`config.mk`:
```
export PLATFORM = sky130hd
export DESIGN_NAME = mbrf_regfile
export DESIGN_NICKNAME = d
export VERILOG_FILES = /design/src/rtl/mbrf_pkg.sv /design/src/rtl/mbrf_map.sv /design/src/rtl/mbrf_status.sv /design/src/rtl/mbrf_regfile.sv
export SDC_FILE = /design/constraint.sdc
export NUM_CORES = 2
export LEC_CHECK = 0
export BUFFER_PORTS_ARGS = -buffer_cell sky130_fd_sc_hd__buf_2
export CAP_MARGIN = 5
export CORE_ASPECT_RATIO = 0.6
export CORE_MARGIN = 2
export CORE_UTILIZATION = 40
export CTS_CLUSTER_SIZE = 25
export DETAILED_ROUTE_END_ITERATION = 12
export PLACE_DENSITY_LB_ADDON = 0.12
export SYNTH_ARGS = -nofsm -noshare
export SYNTH_HDL_FRONTEND = slang
export SYNTH_SLANG_ARGS = --single-unit
```
`constraint.sdc`:
```
create_clock -name clk -period 10.1 [get_ports clk]
set_input_delay 0.505 -clock clk [delete_from_list [all_inputs] [get_ports clk]]
set_output_delay 0.505 -clock clk [all_outputs]
set_load 0.1 [all_outputs]
```
`src/rtl/mbrf_pkg.sv`:
```
package mbrf_pkg;

  localparam int unsigned IDX_W      = 4;
  localparam int unsigned MODE_W     = 5;
  localparam int unsigned NUM_SHARED = 8;   // indices 0..7
  localparam int unsigned NUM_HI     = 5;   // indices 8..12
  localparam int unsigned NUM_BANKS  = 6;   // user/system plus five exception modes
  localparam int unsigned NUM_PHYS   = NUM_SHARED + 2 * NUM_HI + 2 * NUM_BANKS;
  localparam int unsigned SLOT_W     = $clog2(NUM_PHYS);
  localparam int unsigned FIQ_HI_BASE = NUM_SHARED + NUM_HI;
  localparam int unsigned SPLR_BASE   = NUM_SHARED + 2 * NUM_HI;
  localparam int unsigned IDX_SP      = 13;
  localparam int unsigned IDX_LR      = 14;

  typedef enum logic [MODE_W-1:0] {
    MD_USR = 5'b10000,
    MD_FIQ = 5'b10001,
    MD_IRQ = 5'b10010,
    MD_SVC = 5'b10011,
    MD_ABT = 5'b10111,
    MD_UND = 5'b11011,
    MD_SYS = 5'b11111
  } cpu_mode_e;

  typedef enum logic [2:0] {
    BK_USR = 3'd0,
    BK_FIQ = 3'd1,
    BK_IRQ = 3'd2,
    BK_SVC = 3'd3,
    BK_ABT = 3'd4,
    BK_UND = 3'd5
  } bank_e;

  // User, system and undefined codes all fall back to the shared bank.
  function automatic bank_e mode_bank(input logic [MODE_W-1:0] m);
    case (m)
      MD_FIQ:  return BK_FIQ;
      MD_IRQ:  return BK_IRQ;
      MD_SVC:  return BK_SVC;
      MD_ABT:  return BK_ABT;
      MD_UND:  return BK_UND;
      default: return BK_USR;
    endcase
  endfunction

endpackage

```
`src/rtl/mbrf_map.sv`:
```
module mbrf_map
  import mbrf_pkg::*;
(
  input  logic [IDX_W-1:0]  idx,
  input  logic [MODE_W-1:0] mode,
  output logic              hit,
  output logic [SLOT_W-1:0] slot
);

  bank_e bank;
  int    idx_i;

  always_comb begin
    bank  = mode_bank(mode);
    idx_i = int'(idx);
    hit   = 1'b1;
    slot  = '0;
    if (idx_i < NUM_SHARED) begin
      slot = SLOT_W'(idx_i);
    end else if (idx_i < NUM_SHARED + NUM_HI) begin
      slot = (bank == BK_FIQ) ? SLOT_W'(idx_i - NUM_SHARED + FIQ_HI_BASE)
                              : SLOT_W'(idx_i);
    end else if (idx_i <= IDX_LR) begin
      slot = SLOT_W'(SPLR_BASE + 2 * int'(bank) + (idx_i - IDX_SP));
    end else begin
      hit  = 1'b0;
    end
  end

endmodule

```
`src/rtl/mbrf_status.sv`:
```
module mbrf_status
  import mbrf_pkg::*;
#(
  parameter int unsigned DATA_W = 32
) (
  input  logic              clk,
  input  logic              rst_n,
  input  logic [MODE_W-1:0] cur_mode,
  input  logic [MODE_W-1:0] wr_mode,
  input  logic              cst_we,
  input  logic [DATA_W-1:0] cst_wdata,
  output logic [DATA_W-1:0] cst_rdata,
  input  logic              sst_we,
  input  logic [DATA_W-1:0] sst_wdata,
  output logic [DATA_W-1:0] sst_rdata
);

  localparam int unsigned NUM_SAVED = NUM_BANKS - 1;
  localparam logic [DATA_W-1:0] CST_RST = DATA_W'(MD_SVC);

  logic [DATA_W-1:0] cst_q, cst_d;
  logic [DATA_W-1:0] sav_q [NUM_SAVED];
  logic [DATA_W-1:0] sav_d [NUM_SAVED];
  bank_e             rd_bank, wr_bank;

  always_comb begin
    rd_bank = mode_bank(cur_mode);
    wr_bank = mode_bank(wr_mode);
    cst_d   = cst_we ? cst_wdata : cst_q;
    for (int k = 0; k < NUM_SAVED; k++) begin
      sav_d[k] = (sst_we && (int'(wr_bank) == k + 1)) ? sst_wdata : sav_q[k];
    end
  end

  always_ff @(posedge clk or negedge rst_n) begin
    if (!rst_n) begin
      cst_q <= CST_RST;
      for (int k = 0; k < NUM_SAVED; k++) sav_q[k] <= '0;
    end else begin
      cst_q <= cst_d;
      for (int k = 0; k < NUM_SAVED; k++) sav_q[k] <= sav_d[k];
    end
  end

  always_comb begin
    cst_rdata = cst_q;
    sst_rdata = '0;
    for (int k = 0; k < NUM_SAVED; k++) begin
      if (int'(rd_bank) == k + 1) sst_rdata = sav_q[k];
    end
  end

  for (genvar g = 0; g < NUM_SAVED; g++) begin : g_sav_chk

    sst_usr_ignored_chk: assert property (@(posedge clk) disable iff (!rst_n)
      (sst_we && wr_bank == BK_USR) |=> $stable(sav_q[g]));

    sst_load_chk: assert property (@(posedge clk) disable iff (!rst_n)
      (sst_we && int'(wr_bank) == g + 1) |=> (sav_q[g] == $past(sst_wdata)));
  end


  cst_load_chk: assert property (@(posedge clk) disable iff (!rst_n)
    cst_we |=> (cst_rdata == $past(cst_wdata)));

endmodule

```
`src/rtl/mbrf_regfile.sv`:
```
module mbrf_regfile
  import mbrf_pkg::*;
#(
  parameter int unsigned DATA_W = 32
) (
  input  logic              clk,
  input  logic              rst_n,
  input  logic [4:0]        cur_mode,
  input  logic [4:0]        wr_mode,
  input  logic [3:0]        rd_a_idx,
  output logic [DATA_W-1:0] rd_a_data,
  input  logic [3:0]        rd_b_idx,
  output logic [DATA_W-1:0] rd_b_data,
  input  logic              wr_en,
  input  logic [3:0]        wr_idx,
  input  logic [DATA_W-1:0] wr_data,
  input  logic              cst_we,
  input  logic [DATA_W-1:0] cst_wdata,
  output logic [DATA_W-1:0] cst_rdata,
  input  logic              sst_we,
  input  logic [DATA_W-1:0] sst_wdata,
  output logic [DATA_W-1:0] sst_rdata
);

  logic [DATA_W-1:0]   regs_q [NUM_PHYS];
  logic [DATA_W-1:0]   regs_d [NUM_PHYS];
  logic [NUM_PHYS-1:0] slot_we;

  logic              a_hit, b_hit, w_hit;
  logic [SLOT_W-1:0] a_slot, b_slot, w_slot;

  mbrf_map u_map_a (.idx(rd_a_idx), .mode(cur_mode), .hit(a_hit), .slot(a_slot));
  mbrf_map u_map_b (.idx(rd_b_idx), .mode(cur_mode), .hit(b_hit), .slot(b_slot));
  mbrf_map u_map_w (.idx(wr_idx),   .mode(wr_mode),  .hit(w_hit), .slot(w_slot));

  // Write decode and next state
  always_comb begin
    slot_we = '0;
    if (wr_en && w_hit) slot_we[w_slot] = 1'b1;
    for (int i = 0; i < NUM_PHYS; i++) begin
      regs_d[i] = slot_we[i] ? wr_data : regs_q[i];
    end
  end

  always_ff @(posedge clk or negedge rst_n) begin
    if (!rst_n) begin
      for (int i = 0; i < NUM_PHYS; i++) regs_q[i] <= '0;
    end else begin
      for (int i = 0; i < NUM_PHYS; i++) regs_q[i] <= regs_d[i];
    end
  end

  // Read ports
  always_comb begin
    rd_a_data = a_hit ? regs_q[a_slot] : '0;
    rd_b_data = b_hit ? regs_q[b_slot] : '0;
  end

  mbrf_status #(.DATA_W(DATA_W)) u_status (
    .clk      (clk),
    .rst_n    (rst_n),
    .cur_mode (cur_mode),
    .wr_mode  (wr_mode),
    .cst_we   (cst_we),
    .cst_wdata(cst_wdata),
    .cst_rdata(cst_rdata),
    .sst_we   (sst_we),
    .sst_wdata(sst_wdata),
    .sst_rdata(sst_rdata)
  );


  wr_onehot_chk: assert property (@(posedge clk) disable iff (!rst_n)
    $onehot0(slot_we));


  pc_wr_none_chk: assert property (@(posedge clk) disable iff (!rst_n)
    (wr_idx == 4'd15) |-> (slot_we == '0));


  pc_rd_zero_chk: assert property (@(posedge clk) disable iff (!rst_n)
    ((rd_a_idx == 4'd15) |-> (rd_a_data == '0)) and
    ((rd_b_idx == 4'd15) |-> (rd_b_data == '0)));

  for (genvar g = 0; g < NUM_PHYS; g++) begin : g_hold_chk

    slot_hold_chk: assert property (@(posedge clk) disable iff (!rst_n)
      !slot_we[g] |=> $stable(regs_q[g]));
  end

endmodule

```
; ---- Word-level counts from Yosys, hierarchy flattened
; Index checks and enable logic that the tools add are counted.
[classes]
add_sub_neg = 14
n_mul = 0
div = 0
n_lt_le_gt_ge = 13
n_eq_ne = 22
shift = 0
muxes = 39
bitwise = 2
n_reduce_logical = 7
[op_table]
columns = op, n
row1 = two-way mux 32 bit, 11
row2 = binary-select mux 32 bit (select 5 bit), 2
row3 = two-way mux 5 bit, 12
row4 = "== test 5 bit, second input constant", 10
row5 = two-way mux 30 bit, 1
row6 = one-hot mux 3 bit (5 select lines), 2
row7 = "subtractor 4 x 4 -> 5 bit, second input constant", 6
row8 = "== test 3 bit, second input constant", 8
row9 = "less-than comparator 4 bit, second input constant", 6
row10 = "adder 5 x 4 -> 5 bit, second input constant", 3
row11 = adder 5 bit, 3
row12 = "greater-or-equal comparator 6 bit, second input constant", 2
row13 = "less-or-equal comparator 4 bit, second input constant", 3
row14 = inverter 5 -> 6 bit, 2
row15 = "adder 5 x 4 -> 5 bit, first input constant", 2
row16 = two-way mux 1 bit, 10
row17 = logical AND 1 bit, 7
row18 = "== test 3 x 1 -> 1 bit, second input constant", 2
row19 = "== test 3 x 2 -> 1 bit, second input constant", 2
row20 = "less-than comparator 5 x 6 -> 1 bit, second input constant", 1
row21 = demux 1 bit (select 5 bit), 1
row22 = "greater-or-equal comparator 5 x 1 -> 1 bit, second input constant", 1
[totals]
register_bits = 1152
latchBits = 0
ramBits = 0
mem_bits_ro = 0
input_bits = 123
out_inout_bits = 128
word_cells = 133
n_memories = 0

; ---- Longest topological paths before layout
[depth]
ltp_word = 12
depth_mapped = 16
ltp_nobuf = 14

; ---- Cells and area by module
; Synthesis repeated with hierarchy kept, for this count alone.
[unflattened]
hier_cells = 4453
area_unflattened_um2 = 61750.5
[modules_own_cells]
columns = mod, instances, cells_each, area_each_um2, seq_area_each_um2
row1 = mbrf_regfile, 1, 3649, 52083.7, 24023.0
row2 = mbrf_status, 1, 660, 8608.3, 4808.4
row3 = mbrf_map, 3, 48, 352.8, 0.0

; ---- Least setup slack after synthesis
; No wires, ideal clock.
[synth_path]
kind = input-to-output
start = input port cur_mode[2]
end = output port rd_a_data[10]
t_arrival_ns = 5.658
required_ns = 9.595
path_slack_ns = 3.937
path_stages = 13
n_path_buf = 1
cell_sequence = clkbuf_1 nand3b_2 a21oi_1 ha_1 inv_1 ha_1 fa_1 nor3b_1 o31ai_4 a211oi_1 a22o_1 a21oi_1 o32ai_1
[synth_via]
elab_chain_len = 12
word_cells_on_any_way = 18
cone_classes = 2 x add/sub / 6 x eq/ne / 9 x mux / 1 x bitwise
[synth_rtl]
columns = item, line_no
row1 = "start, declared", mbrf_regfile.sv:8  ; input logic [4:0] cur_mode,
row2 = == test 5 bit, mbrf_pkg.sv:36  ; case (m)
row3 = one-hot mux 3 bit (5 select lines) (*), mbrf_pkg.sv:36
row4 = adder 5 x 4 -> 5 bit, mbrf_map.sv:24  ; slot = SLOT_W'(SPLR_BASE + 2 * int'(bank) + (idx_i - IDX_SP));
row5 = adder 5 bit, mbrf_map.sv:24
row6 = two-way mux 5 bit, mbrf_map.sv:23  ; end else if (idx_i <= IDX_LR) begin
row7 = two-way mux 5 bit (*), mbrf_map.sv:20  ; end else if (idx_i < NUM_SHARED + NUM_HI) begin
row8 = two-way mux 5 bit (*), mbrf_map.sv:18  ; if (idx_i < NUM_SHARED) begin
row9 = inverter 5 -> 6 bit (implied by the code) (*), mbrf_regfile.sv:55  ; rd_a_data = a_hit ? regs_q[a_slot] : '0;
row10 = binary-select mux 32 bit (select 5 bit) (*), mbrf_regfile.sv:55
row11 = two-way mux 32 bit (implied by the code) (*) (2 in a row), mbrf_regfile.sv:55
row12 = two-way mux 32 bit (*), mbrf_regfile.sv:55
row13 = "end, declared", mbrf_regfile.sv:11  ; output logic [DATA_W-1:0] rd_a_data,
; Every way passes the cells marked *; elsewhere a longest branch is shown, timed or not. The select of a mux whose other input is x is not followed.

; ---- Worst setup path after layout
[layout_path]
start = input port cur_mode[2]
end = output port rd_a_data[28]
; Same word-level chain as after synthesis.

==> results.json <==
{
  "first_pass_iters": 6,
  "criticalPathCategory": "primary input to output port",
  "io_pins": 251,
  "finalMaxSlewViolations": 0,
  "synthTopCellsByArea": "dfrtp_1, mux2_2, nand2_1",
  "synth_mux_area_share_pct": 28.0,
  "ir_drop_mv": 0.153,
  "hold_class": "primary input to flop",
  "io_buffers": 250,
  "die-area_sq_mm": 0.160,
  "synth_compound_area_share_pct": 7.44,
  "worst_slew_pin_slew_ns": 1.38,
  "post-synth-top-area-cell": "dfrtp_1",
  "nFillCells": 14600,
  "max_freq_ghz": 0.138,
  "synth_nets": 6050,
  "root_buffer": "clkbuf_16",
  "nets": 6005,
  "worst_setup_path_start_kind": "primary input",
  "die_y_um": 311,
  "synth_xor_area_share_pct": 0.153,
  "antenna_found_initial": 21,
  "track_usage_pct": 29.2,
  "netlist_area_sq_mm": 0.0628,
  "cts.sinks": 1152,
  "crit_required_ns": 9.60,
  "ys_seq_area_share_pct": 45.9,
  "grt-ovfl-total": 0,
  "fin_util_pct": 44.9,
  "status": "finished clean",
  "htree_num_levels": 3,
  "die_w_um": 516,
  "cts_tree": "built",
  "insertion_delay_ns": 0.75,
  "async_flop_share_pct": 100,
  "grt_pass1_wl_mm": 345,
  "grt_max_degree": 167,
  "post_drt_wl_per_cell_um": 29.5,
  "timing.final.hold_violations": 0,
  "min_period_ns": 7.27,
  "num_vias": 49500,
  "setup_viol": 0,
  "ctsResizeCount": 0,
  "power_leakage_nw": 31.4,
  "drt_iter0_drc": 6592,
  "synth_cells": 5900,
  "clockBufferDepth": 3,
  "drt-total-wl_mm": 238,
  "rsz0062_at_grt": "no",
  "multi_input_area_sq_mm": 0.0316,
  "ys_types": 76,
  "final-seq-area_sq_mm": 0.0288,
  "fin_skew_ns": 0,
  "setup_tns_ns": 0,
  "rows": 112,
  "hold_ws_ns": 0.0476,
  "hpwl_mm": 129,
  "syn_to_final_growth_pct": 11.2,
  "cts_setup_buffers": 0,
  "synth_top_flop_cell": "dfrtp_1",
  "drv_cap": 0,
  "synth.ff_latch_count": 1152,
  "clk_pin_slew_ns": 0.06,
  "initial_core_util_pct": 40.4,
  "ys_warn_count": 0,
  "synth_top_family_by_area": "multiplexers",
  "dp.cells": 7790,
  "synth_edf_count": 0,
  "cp-end-kind": "output port",
  "drive_gt1_share_pct": 31.4,
  "final_cell_count_no_fill": 8069,
  "critical_path_arrival_ns": 6.76,
  "slew_headroom_pct": 7.66,
  "p_per_area_mw_per_mm2": 208,
  "core_sq_mm": 0.156,
  "yosys.area_share.simple_pct": 13.6,
  "cts-buffers-inserted": 116,
  "syn_area_per_cell_sq_um": 10.7,
  "postRouteAntennaNets": 0,
  "grt_pass1_vias": 47500,
  "post-route-period-util_pct": 72.0,
  "drcViolationCount": 0,
  "viasPerCell": 6.14,
  "cp_max_fo": 21,
  "synth_top_area_share_pct": 45.8,
  "finalWeightedCongestion": 0.828,
  "yosys.area_share.adder_pct": 0.573
}
[where the power goes]
part           internal [W]  total [W]  switching [W]
Sequential          0.00551    0.00615       0.000642
Clock               0.00255    0.00456        0.00200
Combinational       0.00142    0.00379        0.00237
Total               0.00948     0.0145        0.00502
[per-layer routing]
layer / share of wire [%] / vias to the layer above / global-route usage (%)
li1: - / 21100 / -
met1: 47 / 25600 / 45.3
met2: 42 / 2427 / 40.7
met3: 9.2 / 386 / 5.95
met4: 2.5 / 12 / 7.66
met5: 0.032 / - / 0
[flip-flops by register name, summed over array words and instances, names as in the netlist]
| signal | count |
|---|---|
| regs_q | 960 |
| u_status.cst_rdata | 32 |
| u_status.sav_q | 160 |
[final timing paths]
check,from,end,slack [ns],depth (start not counted)
setup / recovery,cur_mode[2],rd_a_data[28],2.83,16
hold / removal,sst_wdata[1],u_status.sav_q[129]$_DFFE_PN0P_,0.05,2
setup reg to reg,regs_q[802]$_DFFE_PN0P_,regs_q[802]$_DFFE_PN0P_,9.28,1
hold reg to reg,u_status.cst_rdata[10]$_DFFE_PN0P_,u_status.cst_rdata[10]$_DFFE_PN0P_,0.50,1
max in group asynchronous,rst_n,regs_q[806]$_DFFE_PN0P_,7.22,4
min in group asynchronous,rst_n,regs_q[45]$_DFFE_PN0P_,0.42,2
[worst max-delay path: stages]
cell	delay, ns
buf_2	0.15
nand3b_2	0.38
a21oi_1	0.29
ha_1	0.27
inv_1	0.06
ha_1	0.19
fa_1	0.40
nor3b_1	0.17
o31ai_4	0.54
nand2_1	0.65
nor2_4	1.08
buf_4	0.48
o21ai_0	0.16
and3_1	0.22
o22ai_1	0.61
buf_2	0.55
[logic make-up after synthesis]
family / after synthesis
flip-flops: 1152
AND/OR/NAND/NOR: 1942
buffers and inverters: 588
adder cells (fa/ha/maj): 27
multiplexers: 1489
AO/OA/AOI/OAI: 691
XOR/XNOR: 11
[repair_timing]
item	4_1_cts	5_1_grt
hold buffers	56	0
endpoints found under the setup margin	0	0
endpoints found under the hold margin	235	0
[placed cells by master (no fill, tap or decap), types with 6 or more instances in the layout]
cell type      count
a21oi_1          169
a221oi_1          53
a22oi_1           43
a311oi_1          29
a31oi_1           92
a32oi_1           87
and3_1           160
buf_12            16
buf_2            249
buf_4             86
bufinv_16          9
clkbuf_1          15
clkbuf_16        118
clkbuf_8          26
clkinv_2          28
dfrtp_1         1149
diode_2           14
dlygate4sd3_1     56
ha_1              23
inv_1             17
mux2_1            40
mux2_2          1134
mux2i_1          216
mux4_2            99
nand2_1         1189
nand2_2           10
nand3_1          387
nand4_1            7
nor2_1            73
nor2_4            21
nor3_1            34
o2111ai_1         32
o211ai_1           7
o21ai_0           90
o22ai_1           44
or2_2              6
xnor2_1            8
[cell usage after synthesis (32+ instances only)]
cell type and instances:
a21oi_1 170, a221oi_1 53, a22oi_1 43, a31oi_1 92, a32oi_1 88, and3_1 160, buf_1 55, buf_2 130
clkbuf_1 323, dfrtp_1 1149, mux2_1 40, mux2_2 1134, mux2i_1 216, mux4_2 99, nand2_1 1202, nand3_1 387
nor2_1 84, nor3_1 34, o2111ai_1 32, o21ai_0 90, o22ai_1 44
[final cells by class]
type / instances / share of cell area [%]
multi-input combinational: 4160 / 45.2
clock inverter: 50 / 0.774
tap: 2109 / 3.78
clock buffer: 159 / 4.82
inverter: 17 / 0.0913
sequential: 1152 / 41.3
antenna: 14 / 0.0501
timing repair buffer: 408 / 3.99
[per-stage QoR]
step | power (W) | worst slack [ns] | cell area (sq um)
final | 0.0145 | 2.83 | 69900
after CTS | 0.0145 | 3.01 | 69800
after global routing | 0.0151 | 2.74 | 69800
after global placement | 0.00988 | 3.11 | 65400
after floorplan | 0.00879 | 3.94 | 62800
after detailed placement | 0.00995 | 3.04 | 65400
Note: power is estimated with default switching activity, not from simulation.
